===== src/rtl/s2d_pkg.sv =====
package s2d_pkg;
  localparam int SGL_W     = 32;
  localparam int SGL_EXP_W = 8;
  localparam int SGL_FRC_W = 23;
  localparam int DBL_W     = 64;
  localparam int DBL_EXP_W = 11;
  localparam int DBL_FRC_W = 52;
  localparam int SGL_BIAS  = 127;
  localparam int DBL_BIAS  = 1023;
  localparam int PAD_W     = DBL_FRC_W - SGL_FRC_W;      // 29
  localparam int XTRA_W    = DBL_EXP_W - SGL_EXP_W;      // 3
  localparam int LZ_W      = $clog2(SGL_FRC_W + 1);      // 5
  localparam int EXP_MAX   = (1 << SGL_EXP_W) - 1;       // 255

  typedef enum logic [1:0] {
    CLS_ZERO    = 2'd0,
    CLS_NORMAL  = 2'd1,
    CLS_DENORM  = 2'd2,
    CLS_SPECIAL = 2'd3
  } fp_class_e;

  // Leading zeros of a fraction, counted from its top bit.
  function automatic logic [LZ_W-1:0] lead_zeros(input logic [SGL_FRC_W-1:0] f);
    logic [LZ_W-1:0] n;
    n = LZ_W'(SGL_FRC_W);
    for (int i = 0; i < SGL_FRC_W; i++)
      if (f[i]) n = LZ_W'(SGL_FRC_W - 1 - i);
    return n;
  endfunction

  // Bit rearrangement used for every class except denormals.
  function automatic logic [DBL_W-1:0] remap(input logic [SGL_W-1:0] w,
                                             input logic invert);
    logic top;
    top = invert ? ~w[SGL_W-2] : w[SGL_W-2];
    return {w[SGL_W-1 -: 2], {XTRA_W{top}}, w[SGL_W-3:0], {PAD_W{1'b0}}};
  endfunction
endpackage


===== src/rtl/s2d_classify.sv =====
module s2d_classify
  import s2d_pkg::*;
(
  input  logic [SGL_EXP_W-1:0] exp_i,
  input  logic [SGL_FRC_W-1:0] frc_i,
  output fp_class_e            cls_o
);
  logic exp_zero, exp_ones, frc_zero;
  assign exp_zero = (exp_i == '0);
  assign exp_ones = (exp_i == SGL_EXP_W'(EXP_MAX));
  assign frc_zero = (frc_i == '0);

  always_comb begin
    if (exp_zero && frc_zero) cls_o = CLS_ZERO;
    else if (exp_zero)        cls_o = CLS_DENORM;
    else if (exp_ones)        cls_o = CLS_SPECIAL;
    else                      cls_o = CLS_NORMAL;
  end
endmodule


===== src/rtl/s2d_renorm.sv =====
module s2d_renorm
  import s2d_pkg::*;
(
  input  logic [SGL_FRC_W-1:0] frc_i,
  output logic [LZ_W-1:0]      lz_o,
  output logic [DBL_EXP_W-1:0] exp_o,
  output logic [DBL_FRC_W-1:0] frc_o
);
  localparam int EXP_TOP = DBL_BIAS - SGL_BIAS;   // 896

  logic [SGL_FRC_W-1:0] shifted;

  assign lz_o    = lead_zeros(frc_i);
  // drop the leading one: shift past it by one extra place
  assign shifted = (frc_i << lz_o) << 1;
  assign exp_o   = DBL_EXP_W'(EXP_TOP) - DBL_EXP_W'(lz_o);
  assign frc_o   = {shifted, {PAD_W{1'b0}}};
endmodule


===== src/rtl/s2d_widener.sv =====
module s2d_widener
  import s2d_pkg::*;
(
  input  logic        clk,
  input  logic        rst,
  input  logic        valid_i,
  input  logic [31:0] word_i,
  output logic        done_o,
  output logic [63:0] result_o
);
  fp_class_e            cls;
  logic [LZ_W-1:0]      lead_z;
  logic [DBL_EXP_W-1:0] dn_exp;
  logic [DBL_FRC_W-1:0] dn_frc;
  logic [DBL_W-1:0]     image;

  s2d_classify u_cls (
    .exp_i (word_i[SGL_W-2 -: SGL_EXP_W]),
    .frc_i (word_i[SGL_FRC_W-1:0]),
    .cls_o (cls)
  );

  s2d_renorm u_renorm (
    .frc_i (word_i[SGL_FRC_W-1:0]),
    .lz_o  (lead_z),
    .exp_o (dn_exp),
    .frc_o (dn_frc)
  );

  always_comb begin
    unique case (cls)
      CLS_DENORM: image = {word_i[SGL_W-1], dn_exp, dn_frc};
      CLS_NORMAL: image = remap(word_i, 1'b1);
      default:    image = remap(word_i, 1'b0);
    endcase
  end

  always_ff @(posedge clk) begin
    if (rst) begin
      done_o   <= 1'b0;
      result_o <= '0;
    end else begin
      done_o <= valid_i;
      if (valid_i) result_o <= image;
    end
  end
endmodule


===== config.mk =====
export PLATFORM = sky130hd
export DESIGN_NAME = s2d_widener
export DESIGN_NICKNAME = d
export VERILOG_FILES = /design/src/rtl/s2d_pkg.sv /design/src/rtl/s2d_classify.sv /design/src/rtl/s2d_renorm.sv /design/src/rtl/s2d_widener.sv
export SDC_FILE = /design/constraint.sdc
export NUM_CORES = 1
export LEC_CHECK = 0
export BUFFER_PORTS_ARGS = -buffer_cell sky130_fd_sc_hd__buf_2
export CELL_PAD_IN_SITES_DETAIL_PLACEMENT = 1
export CELL_PAD_IN_SITES_GLOBAL_PLACEMENT = 2
export CORE_UTILIZATION = 26
export CTS_CLUSTER_SIZE = 8
export DETAILED_ROUTE_END_ITERATION = 10
export GPL_TIMING_DRIVEN = 0
export PLACE_DENSITY_LB_ADDON = 0.1
export SLEW_MARGIN = 10
export SYNTH_ARGS = -nofsm -noshare
export SYNTH_HDL_FRONTEND = slang
export SYNTH_SLANG_ARGS = --single-unit
export TNS_END_PERCENT = 20

===== constraint.sdc =====
create_clock -name clk -period 2.15 [get_ports clk]
set_clock_uncertainty 0.05 [all_clocks]
set_input_delay 0.1075 -clock clk [delete_from_list [all_inputs] [get_ports clk]]
set_output_delay 0.1075 -clock clk [all_outputs]
set_load 0.05 [all_outputs]

[Yosys cells after proc, flatten, opt, wreduce, memory -nomap -nowiden]
Index checks and enable logic that the tools add are counted.
Word-level totals
  register bits after elaboration: 65
  bits in latches: 0
  bits in writable memories: 0
  ROM bits: 0
  input bits: 35
  logic and storage cells: 38
  memories: 0
Cells by class
  $add $sub $neg: 1
  multiply operators: 0
  div/mod/pow operators: 0
  magnitude comparators: 0
  equality and inequality tests: 3
  shifts and indexed selects: 1
  muxes and demuxes: 27
  bitwise gates (word level): 1
  reductions and logical operators: 3
Operators by type and width (number)
  $pmux W63 S2: 1
  $mux W5: 22
  $logic_not A23 Y1: 1
  $shl A23 B5 Y22: 1
  $sub A10 B5 Y11 const A: 1
  $eq A8 B8 Y1 const B: 1
  $logic_not A8 Y1: 1
  $mux W2: 3
  $eq A2 B1 Y1 const B: 1
  $eq A2 B2 Y1 const B: 1
  $logic_and A1 B1 Y1: 1
  $mux W1: 1
  $not A1 Y1: 1

[Longest topological paths before layout]
  depth after elaboration: 25
  mapped depth: 14
  mapped depth without buffers: 10

[Modules after synthesis]
From an unflattened synthesis, not the netlist that was laid out.
Unflattened totals
  cells, all modules: 605
  area, all modules: 4713.3 um^2
By module, submodules not included
  s2d_widener: instances 1, cells each 332, area an instance 2854.0 um^2, sequential area each 1301.2 um^2
  s2d_renorm: instances 1, cells each 258, area an instance 1752.9 um^2, sequential area each 0.0 um^2
  s2d_classify: instances 1, cells each 15, area an instance 106.4 um^2, sequential area each 0.0 um^2

[Least setup slack after synthesis]
Ideal clock, no wire load.
  path kind: input to register
  start point: in word_i[1]
  end point: reg result_o[54]
  library setup time: 0.086 ns
  arrival time: 2.169 ns
  required time: 2.014 ns
  setup slack: -0.155 ns
  stages on the path: 12
  buffers on the path: 3
  cells stage by stage: nand2b_1 > a2111oi_0 > o2111ai_1 > and2_1 > buf_2 > inv_2 > buf_2 > buf_2 > ha_1 > xnor2_1 > a21oi_1 > a211oi_1
Between the ends
  word-level cells in the longest chain between the ends: 24
  elaborated cells between the ends (all ways): 29
  those cells by class: add/sub (1); eq/ne (2); mux (24); reduce/logical (2)
RTL lines
  from (decl): RTL line s2d_widener.sv:7  | input logic [31:0] word_i,
  $mux W5 (22 in a row): RTL line s2d_pkg.sv:27  | if (f[i]) n = LZ_W'(SGL_FRC_W - 1 - i);
  $sub A10 B5 Y11: RTL line s2d_renorm.sv:16  | assign exp_o = DBL_EXP_W'(EXP_TOP) - DBL_EXP_W'(lz_o);
  $pmux W63 S2 (*): RTL line s2d_widener.sv:31  | unique case (cls)
  to (signal assigned): RTL line s2d_widener.sv:44  | if (valid_i) result_o <= image;
  to (decl): RTL line s2d_widener.sv:9  | output logic [63:0] result_o
Every way passes the cells marked *; elsewhere a longest branch is shown, timed or not.
A chain may end at the register's enable or synchronous reset.

[Worst setup path in the final report]
  start point: in word_i[18]
  end point: reg result_o[45]
Between the ends
  word-level cells in the longest chain between the ends: 7
  elaborated cells between the ends (all ways): 12
  those cells by class: eq/ne (2); shift (1); mux (7); reduce/logical (2)
RTL lines
  $mux W5 (5 in a row): RTL line s2d_pkg.sv:27
  $shl A23 B5 Y22: RTL line s2d_renorm.sv:15  | assign shifted = (frc_i << lz_o) << 1;
  $pmux W63 S2 (*): RTL line s2d_widener.sv:31
Marks and branches as above.

==> results.json <==
{
  "drc": 0,
  "fmax_mhz": 446,
  "critPathArrivalTime_ns": 2.34,
  "clock_sinks": 35,
  "io_buffers": 65,
  "regArea_um2": 701,
  "clk_pin_slew_ns": 0.06,
  "die-height_um": 117,
  "final_common_cell": "buf_4",
  "cp_max_fo": 10,
  "setup_violations": 4,
  "ys_seq_area_share_pct": 20.2,
  "ys_async_sr_fraction_pct": 0,
  "dp.cells": 740,
  "grt_pass1_vias": 4420,
  "dieArea_mm2": 0.0138,
  "violations": "negative setup slack",
  "rsz0062_at_grt": "yes",
  "antenna_cells": 0,
  "clock_path_buffers": 2,
  "p_leak_nw": 2.29,
  "cts_inserted_buffers": 5,
  "antenna_found_initial": 0,
  "h-tree-depth": 2,
  "drt_iter0_markers": 275,
  "cts_hold_buf": 0,
  "core_area_mm2": 0.0128,
  "synth_area_per_cell_um2": 7.29,
  "run_status": "complete, but fails checks",
  "root_buffer": "clkbuf_16",
  "power.net_switching_mw": 1.07,
  "routed_wl_um": 18400,
  "cts_tree": "built",
  "max-cap-violations": 0,
  "syn_area_mm2": 0.00346,
  "slew_violations": 0,
  "min_period_ns": 2.24,
  "clkPwrFrac_pct": 29.4,
  "yosysTopAreaCell": "dfxtp_1",
  "reg2reg_slack_ns": 0.83,
  "use_met1_pct": 35.1,
  "multi_input_area_mm2": 0.00302,
  "maxSlewHeadroom_pct": 50.5,
  "area_delta_synth_final_pct": 61.3,
  "die_w_um": 117,
  "hold_viol": 0,
  "dpl_cell_area_mm2": 0.00419,
  "start_util_pct": 27.0,
  "required_ns": 2.25,
  "finish.instance_area_mm2": 0.00559,
  "seq_power_share_pct": 26.7,
  "ir_drop_v": 0.000381,
  "hp-class": "input port to flip-flop",
  "grtUsageMet2_pct": 41.3,
  "fin_ws_ns": -0.0904,
  "yosysTopAreaCellShare_pct": 20.2,
  "final_cell_mix": "buf_4 (89), buf_2 (59), dfxtp_1 (35), nand3_1 (33), conb_1 (29)",
  "period_share_pct": 104,
  "ys.flop_type": "dfxtp_1",
  "wire_per_inst_um": 23.0,
  "fin_nets": 664,
  "yosys-top-cells-area": "dfxtp_1 (20%), buf_4 (6.7%), mux2i_1 (6.6%)",
  "internal_power_mw": 1.58,
  "post-dp-hpwl_um": 13100,
  "clk_latency_ns": 0.28,
  "crit_type": "input port to flip-flop",
  "instances_no_fill": 801,
  "drive_above_1_share_pct": 43.9,
  "met3_usage_pct": 3.31,
  "antenna_left": 0,
  "via_per_inst": 5.62,
  "worst_slew_pin_slew_ns": 0.739,
  "cp-start-kind": "input port",
  "synth_seq_cells": 35,
  "p_sw_share_pct": 40.4,
  "synth_edf_count": 0,
  "p_per_area_mw_per_mm2": 475,
  "vias": 4501,
  "yosys.cell_types.count": 64,
  "grt_pass1_wl_um": 26800,
  "overflow": 0,
  "combPwrFrac_pct": 43.9,
  "pin_count": 100,
  "ys.warnings.count": 0,
  "grt_busiest_layer": "met2",
  "syn-instance-count": 475,
  "fillers": 1581,
  "grt_max_degree": 12,
  "grt_usage_pct": 25.5,
  "row_count": 41,
  "gp_congestion": 0.930,
  "setup_tns_ns": -0.134,
  "dr.pass1.iters": 5,
  "endpoint_kind": "flip-flop"
}
Yosys cell counts, drive strengths merged (2+ instances only):
cell type and instances:
a211oi 19, a221oi 4, and3 3, or4 5
o31ai 2, dfxtp 35, o22ai 4, nor4 11
clkbuf 20, nand3 35, o2bb2ai 2, a32oi 2
o221ai 6, a21boi 3, o21ai 24, a31oi 16
nor2b 12, nand2 27, and2 3, a22oi 5
inv 21, o31a 2, nor2 31, o2111ai 2
a311oi 5, o311ai 2, buf 50, a221o 2
nor3 15, nand2b 9, o211ai 7, mux2i 23
nand4 3, a21oi 30, or3 3, a21o 3
o32ai 2, a2111oi 7, a211o 5, mux2 4
stage by stage:
step / power (mW) / hold WS [ns] / utilization, % / setup slack, ns
6_report: 2.65 / 0.0250 / 43.6 / -0.0904
5_1_grt: 2.76 / 0.0470 / 43.6 / -0.125
4_1_cts: 2.53 / 0.0260 / 38.6 / -0.0496
3_5_place_dp: 1.63 / 0.314 / 32.7 / -1.08
3_3_place_gp: 1.63 / 0.301 / 32.7 / -1.26
2_1_floorplan: 1.37 / 0.205 / - / -0.0321
registers in the layout, indices dropped and copies added (netlist names):
name / cells
done_o: 1
result_o: 34
critical path, cell delays in order:
cell and delay [ns]:
buf_6 0.10, buf_8 0.12, nor4_4 0.28, nand2_1 0.13, buf_2 0.28, o22ai_2 0.36
a22oi_1 0.24, a2111oi_2 0.50, a211oi_2 0.10, o311ai_1 0.13
layer usage:
metal	share of wire (%)	wire [um]
met3	6.9	1280
met1	44	8170
met2	45	8350
met5	0	0
met4	3.3	604
power by group through the flow:
stage	combinational (mW)	sequential [mW]	clock (mW)
2_1_floorplan	0.514	0.855	0
3_3_place_gp	0.912	0.720	0
3_5_place_dp	0.910	0.723	0
4_1_cts	1.03	0.709	0.790
5_1_grt	1.22	0.713	0.825
6_report	1.16	0.708	0.781
logic make-up (layout without fill, tap and decap cells):
| family | Yosys count | after routing | synth area share (%) |
|---|---|---|---|
| and+or+nand+nor | 157 | 157 | 24.2 |
| adders and majority gates | 1 | 1 | 0.361 |
| AOI/OAI and AO/OA | 162 | 162 | 32.6 |
| DFF | 35 | 35 | 20.2 |
| xor gates and xnor gates | 1 | 1 | 0.253 |
| buffers and inverters | 91 | 217 | 14.4 |
| other | 1 | 29 | 0.108 |
| muxes | 27 | 27 | 7.94 |
worst paths after layout:
path | end | from | depth (start not counted)
setup / recovery | result_o[45] | word_i[18] | 10
hold / removal | result_o[63] | word_i[31] | 3
setup reg to reg | result_o[51] | result_o[51] | 5
hold reg to reg | result_o[29] | result_o[29] | 2
final cells by class:
class | instances | area share (%)
multi-input combinational | 377 | 54.0
timing repair buffer | 121 | 15.9
sequential | 35 | 12.5
buffer | 67 | 9.38
tap | 172 | 3.85
clock buffer | 7 | 2.73
inverter | 21 | 1.54
clock inverter | 1 | 0.134
what timing repair did:
item,4_1_cts,5_1_grt
setup buffers,21,33
cloned,0,2
gates resized for setup,107,90
pin swaps,23,28
endpoints found under the setup margin,31,28
No activity file was read; power rests on OpenSTA's default activity.
